`config.mk`:
```
export PLATFORM = sky130hd
export DESIGN_NAME = burst_sram
export DESIGN_NICKNAME = d
export VERILOG_FILES = /design/src/rtl/bsram_pkg.sv /design/src/rtl/bsram_ctrl.sv /design/src/rtl/bsram_array.sv /design/src/rtl/bsram_outq.sv /design/src/rtl/burst_sram.sv
export SDC_FILE = /design/constraint.sdc
export NUM_CORES = 2
export LEC_CHECK = 0
export BUFFER_PORTS_ARGS = -buffer_cell sky130_fd_sc_hd__buf_2
export CORE_MARGIN = 2
export CORE_UTILIZATION = 63
export DETAILED_ROUTE_END_ITERATION = 6
export GPL_ROUTABILITY_DRIVEN = 1
export GPL_TIMING_DRIVEN = 1
export PLACE_DENSITY = 0.79
export SYNTH_ARGS = -nofsm -noshare
export SYNTH_HDL_FRONTEND = slang
export SYNTH_SLANG_ARGS = --single-unit
```
`constraint.sdc`:
```
create_clock -name clk -period 3.5 [get_ports clk]
set_input_delay 0.525 -clock clk [delete_from_list [all_inputs] [get_ports clk]]
set_output_delay 0.525 -clock clk [all_outputs]
set_load 0.05 [all_outputs]
```
`src/rtl/bsram_pkg.sv`:
```
package bsram_pkg;

    localparam int unsigned NLANES = 4;

    typedef enum logic [1:0] {
        OP_NONE = 2'd0,
        OP_RD   = 2'd1,
        OP_WR   = 2'd2
    } op_e;

    // Low two address bits of a burst beat.
    function automatic logic [1:0] burst_low(input logic [1:0] start,
                                             input logic [1:0] step,
                                             input logic       interleave);
        return interleave ? (start ^ step) : (start + step);
    endfunction

    // Lanes to be written this cycle; global write wins over the byte controls.
    function automatic logic [NLANES-1:0] lane_mask(input logic              gw_n,
                                                    input logic              bwe_n,
                                                    input logic [NLANES-1:0] lane_n);
        if (!gw_n)       return '1;
        else if (!bwe_n) return ~lane_n;
        else             return '0;
    endfunction

endpackage

```
`src/rtl/bsram_ctrl.sv`:
```
module bsram_ctrl
    import bsram_pkg::*;
#(
    parameter int unsigned ADDR_W  = 6,
    parameter bit          CE2_ACT = 1'b1,
    parameter bit          CE3_ACT = 1'b0
) (
    input  logic              clk,
    input  logic              rst,
    input  logic              sleep,
    input  logic [ADDR_W-1:0] addr,
    input  logic              ce_n,
    input  logic              ce2,
    input  logic              ce3,
    input  logic              strb_cpu_n,
    input  logic              strb_ctl_n,
    input  logic              adv_n,
    input  logic              gw_n,
    input  logic              bwe_n,
    input  logic [NLANES-1:0] lane_we_n,
    input  logic              burst_il,
    output op_e               cur_op,
    output logic [ADDR_W-1:0] cur_addr,
    output logic [NLANES-1:0] cur_mask
);

    logic              active_q, active_d;
    logic [ADDR_W-1:0] base_q, base_d;
    logic [1:0]        cnt_q, cnt_d;
    logic [NLANES-1:0] req_mask;
    logic              cpu_go, ctl_go, side_sel;

    always_comb begin
        req_mask = lane_mask(gw_n, bwe_n, lane_we_n);
        cpu_go   = !strb_cpu_n && !ce_n;
        ctl_go   = !cpu_go && !strb_ctl_n;
        side_sel = (ce2 == CE2_ACT) && (ce3 == CE3_ACT);

        active_d = active_q;
        base_d   = base_q;
        cnt_d    = cnt_q;
        cur_op   = OP_NONE;
        cur_mask = '0;
        cur_addr = {base_q[ADDR_W-1:2], burst_low(base_q[1:0], cnt_q, burst_il)};

        if (sleep) begin
            active_d = 1'b0;
        end else if (cpu_go || ctl_go) begin
            if (!ce_n && side_sel) begin
                active_d = 1'b1;
                base_d   = addr;
                cnt_d    = 2'd0;
                cur_addr = addr;
                if (ctl_go && (|req_mask)) begin
                    cur_op   = OP_WR;
                    cur_mask = req_mask;
                end else begin
                    cur_op = OP_RD;
                end
            end else begin
                active_d = 1'b0;
            end
        end else if (active_q) begin
            if (!adv_n) cnt_d = cnt_q + 2'd1;
            cur_addr = {base_q[ADDR_W-1:2], burst_low(base_q[1:0], cnt_d, burst_il)};
            if (|req_mask) begin
                cur_op   = OP_WR;
                cur_mask = req_mask;
            end else begin
                cur_op = OP_RD;
            end
        end
    end

    always_ff @(posedge clk) begin
        if (rst) begin
            active_q <= 1'b0;
            base_q   <= '0;
            cnt_q    <= 2'd0;
        end else begin
            active_q <= active_d;
            base_q   <= base_d;
            cnt_q    <= cnt_d;
        end
    end

endmodule

```
`src/rtl/bsram_array.sv`:
```
module bsram_array
    import bsram_pkg::*;
#(
    parameter int unsigned ADDR_W = 6,
    parameter int unsigned LANE_W = 8,
    localparam int unsigned DEPTH = 1 << ADDR_W,
    localparam int unsigned DW    = NLANES * LANE_W
) (
    input  logic              clk,
    input  logic [NLANES-1:0] wr_mask,
    input  logic [ADDR_W-1:0] wr_addr,
    input  logic [DW-1:0]     wdata,
    input  logic [ADDR_W-1:0] rd_addr,
    output logic [DW-1:0]     rd_data
);

    for (genvar g = 0; g < NLANES; g++) begin : g_lane
        logic [LANE_W-1:0] bank [DEPTH];

        always_ff @(posedge clk) begin
            if (wr_mask[g]) bank[wr_addr] <= wdata[g*LANE_W +: LANE_W];
        end

        assign rd_data[g*LANE_W +: LANE_W] = bank[rd_addr];
    end

endmodule

```
`src/rtl/bsram_outq.sv`:
```
module bsram_outq #(
    parameter int unsigned ADDR_W = 6,
    parameter int unsigned DW     = 32
) (
    input  logic              clk,
    input  logic              rst,
    input  logic              acc_rd,
    input  logic [ADDR_W-1:0] acc_addr,
    input  logic              pipe_en,
    input  logic              oe_n,
    input  logic              sleep,
    output logic [ADDR_W-1:0] rd_addr,
    input  logic [DW-1:0]     rd_data,
    output logic [DW-1:0]     q,
    output logic              q_vld
);

    logic              s1_vld, s2_vld;
    logic [ADDR_W-1:0] s1_addr;
    logic [DW-1:0]     s2_data;
    logic              pick_vld;
    logic [DW-1:0]     pick_data;

    always_ff @(posedge clk) begin
        if (rst) begin
            s1_vld <= 1'b0;
            s2_vld <= 1'b0;
        end else begin
            s1_vld <= acc_rd;
            s2_vld <= s1_vld;
        end
        s1_addr <= acc_addr;
        s2_data <= rd_data;
    end

    assign rd_addr = s1_addr;

    always_comb begin
        pick_vld  = pipe_en ? s2_vld  : s1_vld;
        pick_data = pipe_en ? s2_data : rd_data;
        q_vld     = pick_vld && !oe_n && !sleep;
        q         = q_vld ? pick_data : '0;
    end

endmodule

```
`src/rtl/burst_sram.sv`:
```
module burst_sram
    import bsram_pkg::*;
#(
    parameter int unsigned ADDR_W  = 6,
    parameter int unsigned LANE_W  = 8,
    parameter bit          CE2_ACT = 1'b1,
    parameter bit          CE3_ACT = 1'b0,
    localparam int unsigned DW     = NLANES * LANE_W
) (
    input  logic              clk,
    input  logic              rst,
    input  logic [ADDR_W-1:0] addr,
    input  logic              ce_n,
    input  logic              ce2,
    input  logic              ce3,
    input  logic              strb_cpu_n,
    input  logic              strb_ctl_n,
    input  logic              adv_n,
    input  logic              gw_n,
    input  logic              bwe_n,
    input  logic [NLANES-1:0] lane_we_n,
    input  logic [DW-1:0]     wdata,
    input  logic              oe_n,
    input  logic              sleep,
    input  logic              burst_il,
    input  logic              pipe_en,
    output logic [DW-1:0]     rdata,
    output logic              rdata_vld
);

    op_e               cur_op;
    logic [ADDR_W-1:0] cur_addr, rd_addr;
    logic [NLANES-1:0] cur_mask;
    logic [DW-1:0]     rd_data;

    bsram_ctrl #(.ADDR_W(ADDR_W), .CE2_ACT(CE2_ACT), .CE3_ACT(CE3_ACT)) u_ctrl (
        .clk(clk), .rst(rst), .sleep(sleep), .addr(addr),
        .ce_n(ce_n), .ce2(ce2), .ce3(ce3),
        .strb_cpu_n(strb_cpu_n), .strb_ctl_n(strb_ctl_n), .adv_n(adv_n),
        .gw_n(gw_n), .bwe_n(bwe_n), .lane_we_n(lane_we_n), .burst_il(burst_il),
        .cur_op(cur_op), .cur_addr(cur_addr), .cur_mask(cur_mask)
    );

    bsram_array #(.ADDR_W(ADDR_W), .LANE_W(LANE_W)) u_array (
        .clk(clk), .wr_mask(cur_mask), .wr_addr(cur_addr), .wdata(wdata),
        .rd_addr(rd_addr), .rd_data(rd_data)
    );

    bsram_outq #(.ADDR_W(ADDR_W), .DW(DW)) u_outq (
        .clk(clk), .rst(rst), .acc_rd(cur_op == OP_RD), .acc_addr(cur_addr),
        .pipe_en(pipe_en), .oe_n(oe_n), .sleep(sleep),
        .rd_addr(rd_addr), .rd_data(rd_data), .q(rdata), .q_vld(rdata_vld)
    );

endmodule

```
# Yosys cells after proc, flatten, opt, wreduce, memory -nomap -nowiden

Memories as Yosys holds them, arrays and structs flattened. A register that Yosys moved wholly into a read port is not among the register bits.
Cells that the tools add are included.

Memory bits (writable): 2048
Memories: 4
Output and inout bits: 33
Bits of input ports: 56
Register bits: 43
Logic and storage cells: 78

Memories:

| memory                 | words | width | rd ports | clocked after memory_dff | write ports | line              | RTL |
|---|---|---|---|---|---|---|---|
| u_array.g_lane[0].bank | 64    | 8     | 1        | 1                        | 1           | bsram_array.sv:18 | `logic [LANE_W-1:0] bank [DEPTH];` |
| u_array.g_lane[1].bank | 64    | 8     | 1        | 1                        | 1           | bsram_array.sv:18 |  |
| u_array.g_lane[2].bank | 64    | 8     | 1        | 1                        | 1           | bsram_array.sv:18 |  |
| u_array.g_lane[3].bank | 64    | 8     | 1        | 1                        | 1           | bsram_array.sv:18 |  |

Bitwise operators: 5
Reduce and logical (&&, ||, !) cells: 19
Equal/unequal tests: 2
Multiplexer cells: 39
Add/subtract/negate cells: 3

Operator list:

| kind                                          | number |
|---|---|
| 2-to-1 mux 32 bit                             | 2 |
| 2-to-1 mux 2 bit                              | 16 |
| 2-to-1 mux 4 bit                              | 8 |
| 2-to-1 mux 6 bit                              | 3 |
| 2-to-1 mux 1 bit                              | 10 |
| logical AND 1 bit                             | 7 |
| zero test 1 bit                               | 6 |
| AND reduction 3 bit                           | 2 |
| adder 2 bit                                   | 2 |
| NOT 4 bit                                     | 1 |
| OR reduction 4 bit                            | 1 |
| XOR 2 bit                                     | 2 |
| adder 2 x 1 -> 2 bit, second input constant   | 1 |
| == test 2 x 1 -> 1 bit, second input constant | 1 |
| inequality test 2 bit, second input constant  | 1 |
| NOT 1 bit                                     | 2 |
| nonzero test 2 bit                            | 1 |
| OR reduction 2 bit                            | 1 |
| logical OR 1 bit                              | 1 |

# Longest topological paths before layout

Depth in word-level cells: 12
Gate-level depth with buffers: 10
Mapped depth without buffers: 8

# By module

Synthesis repeated with hierarchy kept, for this count alone.

Cell total of the unflattened synthesis: 3871
Area, all modules: 81961.1 um2

By module, submodules not included:

| module      | cells an instance | area an instance (um2) | times used |
|---|---|---|---|
| bsram_array | 3668              | 79690.2                | 1 |
| bsram_outq  | 120               | 1562.7                 | 1 |
| bsram_ctrl  | 82                | 694.4                  | 1 |
| burst_sram  | 1                 | 13.8                   | 1 |

# Worst setup path after synthesis

No wires, ideal clock.

Kind: reg-to-output
Start: register (tool-made name)
End: output rdata[1]
Buffers on the path: 3
Slack: 0.024 ns
Cell stages (with the launch flop): 10
Arrival: 2.951 ns
Cell sequence: dfxtp_1 buf_2 or4b_2 buf_2 buf_1 o22ai_1 nor2_1 nand4_1 nand2_1 o21ai_0

RTL lines:

| element       | line             | RTL |
|---|---|---|
| end, declared | burst_sram.sv:27 | `output logic [DW-1:0] rdata,` |

==> flow_summary.json <==
{
  "status": "complete, but fails checks",
  "violations": "negative setup slack",
  "netlist_area_um2": 82000,
  "holdWs_ns": 0.0702,
  "wl_per_cell_um": 33.9,
  "irDropWorstVdd_uv": 608,
  "die_h_um": 365,
  "rsz0062_at_grt": "true",
  "path_class": "flip-flop to output pin",
  "final-setup-viol-count": 136,
  "synth-edff-count": 2048,
  "required_ns": 2.97,
  "nets": 5727,
  "via_count": 53328,
  "fin_ws_ns": -0.620,
  "totalWireLength_um": 257000,
  "final_cell_mix": "edfxtp_1, mux2i_1, buf_4, nor2_1, clkbuf_16",
  "clock_path_buffers": 3,
  "dp.cells": 6976,
  "drive_above_1_share_pct": 27.0,
  "clockRootBuffer": "clkbuf_16",
  "period_share_pct": 118,
  "maxCapViolCount": 0,
  "antenna_found_initial": 10,
  "place.gp.congestion": 0.895,
  "initial_core_util_pct": 63.4,
  "min_path_type": "input pin to flip-flop",
  "overflow": 0,
  "powerDensity_nw_per_um2": 525,
  "synthCells": 4900,
  "htree_levels": 4,
  "synth-seq-cells": 2097,
  "grt_pass1_vias": 49797,
  "ys_warn_count": 0,
  "ant_nets": 0,
  "dpl.hpwl_um": 129000,
  "worstPathMaxFanout": 7,
  "dieArea_um2": 133000,
  "ys_seq_area_share_pct": 76.2,
  "grt_usage_pct": 34.8,
  "cp-end-kind": "output pin",
  "slew_viol_final": 0,
  "mostFrequentLayoutCell": "edfxtp_1",
  "fmax_ghz": 0.243,
  "grt_start_max_net_pins": 65,
  "relSlewSlack_pct": 2.44,
  "cp-start-kind": "flip-flop",
  "clock_sink_count": 2097,
  "cts_tree": "done",
  "p_sw_share_pct": 22.6,
  "syn2layout_area_growth_pct": 23.2,
  "power_mw": 53.1,
  "first_iter_violations": 9648,
  "cts_made_buffers": 197,
  "row_count": 132,
  "fin_area_um2": 101000,
  "p_int_mw": 41.1,
  "p_sw_mw": 12.0,
  "seq_power_share_pct": 52.1,
  "die_width_um": 365,
  "synth_ff_type": "edfxtp_1",
  "finalNonFillerCells": 7586,
  "period_minus_slack_ns": 4.12,
  "synth_area_per_cell_um2": 16.7,
  "fin_skew_ns": 0.0604,
  "p_leak_nw": 33.9,
  "viasPerCell": 7.03,
  "hold_violations": 0,
  "core_area_um2": 129000,
  "syn_nets": 4958,
  "p_clk_share_pct": 40.2,
  "fin_util_pct": 78.1,
  "dr.pass1.iters": 7,
  "critPathArrivalTime_ns": 3.60,
  "grt_pass1_wl_um": 334000,
  "route.detailed.drc": 0,
  "synthArstFlopShare_pct": 0,
  "dpl-instance-area_um2": 88400,
  "insertion_delay_ns": 0.86,
  "combPwrFrac_pct": 7.7,
  "tightest_slew_ns": 1.46,
  "path_clk_slew_ns": 0.07,
  "io_buffers": 88,
  "synth_cell_type_count": 59,
  "io_pins": 89
}
-- routing by layer --
metal | global-route usage [%] | vias up | share of wire (%)
li1 | - | 20698 | -
met3 | 8.33 | 1254 | 15
met5 | 0 | - | 0.018
met4 | 14.9 | 8 | 7.1
met2 | 55.0 | 5400 | 46
met1 | 46.6 | 25968 | 32
-- what timing repair did --
item	in CTS	in global routing
endpoints found under the setup margin	32	33
pin swaps	141	142
endpoints found under the hold margin	2	0
buffers inserted	91	102
resized for setup	437	317
hold buffers	2	0
cloned	37	21
-- critical path, stage by stage, from the launching register on --
cell	delay [ns]
dfxtp_4	0.37
buf_12	0.15
buf_16	0.17
buf_6	0.13
buf_12	0.13
buf_16	0.16
mux4_2	0.23
nand2b_1	0.14
o2111ai_1	0.14
nand3_1	0.17
a21oi_2	0.06
o31ai_2	0.64
buf_12	0.25
-- logic make-up after synthesis --
group / after synthesis / synth area share, %
AOI/OAI and AO/OA: 525 / 4.01
xor gates and xnor gates: 4 / 0.0595
adders and majority gates: 2 / 0.0305
buffers and inverters: 324 / 1.66
DFF: 2097 / 76.2
muxes: 989 / 12.8
and+or+nand+nor: 959 / 5.24
-- metrics by stage --
step | setup WS, ns | setup TNS (ns)
floorplan | 0.0244 | 0
global placement | -0.274 | -30.75
detailed placement | -0.0542 | -1.50
CTS | -0.317 | -7.00
global route | -0.542 | -12.74
finish | -0.620 | -15.34
-- sequential cells by signal (all words and copies together), names as in the netlist, named ones only --
name and count:
u_array.g_lane.bank 2048, u_outq.s2_data 32, u_ctrl.active_q 1, u_outq.s1_vld 1
u_ctrl.base_q 6, u_outq.s2_vld 1, u_ctrl.cnt_q 2
-- power by group through the flow --
stage	Combinational [mW]	Sequential, mW	Clock [mW]
after floorplan	1.50	28.2	0
after global placement	2.70	28.2	0
after detailed placement	2.76	28.2	0
after CTS	3.45	27.6	21.0
after global routing	4.15	27.6	22.2
final	4.09	27.6	21.4
-- final timing paths --
| check | slack [ns] | cells after the start | from | end |
|---|---|---|---|---|
| setup / recovery | -0.62 | 12 | flip-flop | rdata[9] |
| hold reg to reg | 0.46 | 1 | u_outq.s1_vld | u_outq.s2_vld |
| setup reg to reg | -0.10 | 11 | u_ctrl.cnt_q[0] | u_array.g_lane[3].bank[28][5] |
| hold / removal | 0.07 | 3 | sleep | u_outq.s1_vld |
-- synth_stat cells, types with 3 or more instances --
cell type	count	area share [%]
nand2b_1	7	0.053
nand4_1	62	0.47
buf_2	107	0.65
o31ai_1	8	0.073
and2_1	3	0.023
mux2i_1	937	11
mux4_2	48	1.3
o21ai_1	4	0.024
clkbuf_1	145	0.66
nand3_1	170	1.0
o21ai_0	68	0.42
nand2_1	195	0.89
a21oi_1	121	0.74
a211o_1	3	0.032
edfxtp_1	2048	75
nor3_1	33	0.20
o22ai_1	174	1.3
nor4_1	28	0.21
o41ai_1	3	0.032
buf_1	34	0.16
a211oi_1	8	0.073
inv_1	34	0.16
nand4bb_1	3	0.041
xnor2_1	3	0.032
buf_4	3	0.027
nor2b_1	17	0.13
nand4b_1	6	0.064
a22oi_1	116	1.1
mux2_2	4	0.055
nor2_1	418	1.9
dfxtp_1	49	1.2
-- final cells by class --
cell class | count | area (um^2)
clock inverter | 116 | 1010
inverter | 35 | 131
antenna | 6 | 15.0
sequential | 2097 | 62500
timing repair buffer | 859 | 9320
tap | 1742 | 2180
fill | 5908 | 28300
clock buffer | 252 | 5270
multi-input combinational | 2479 | 20600
(Power assumes the default switching activity.)
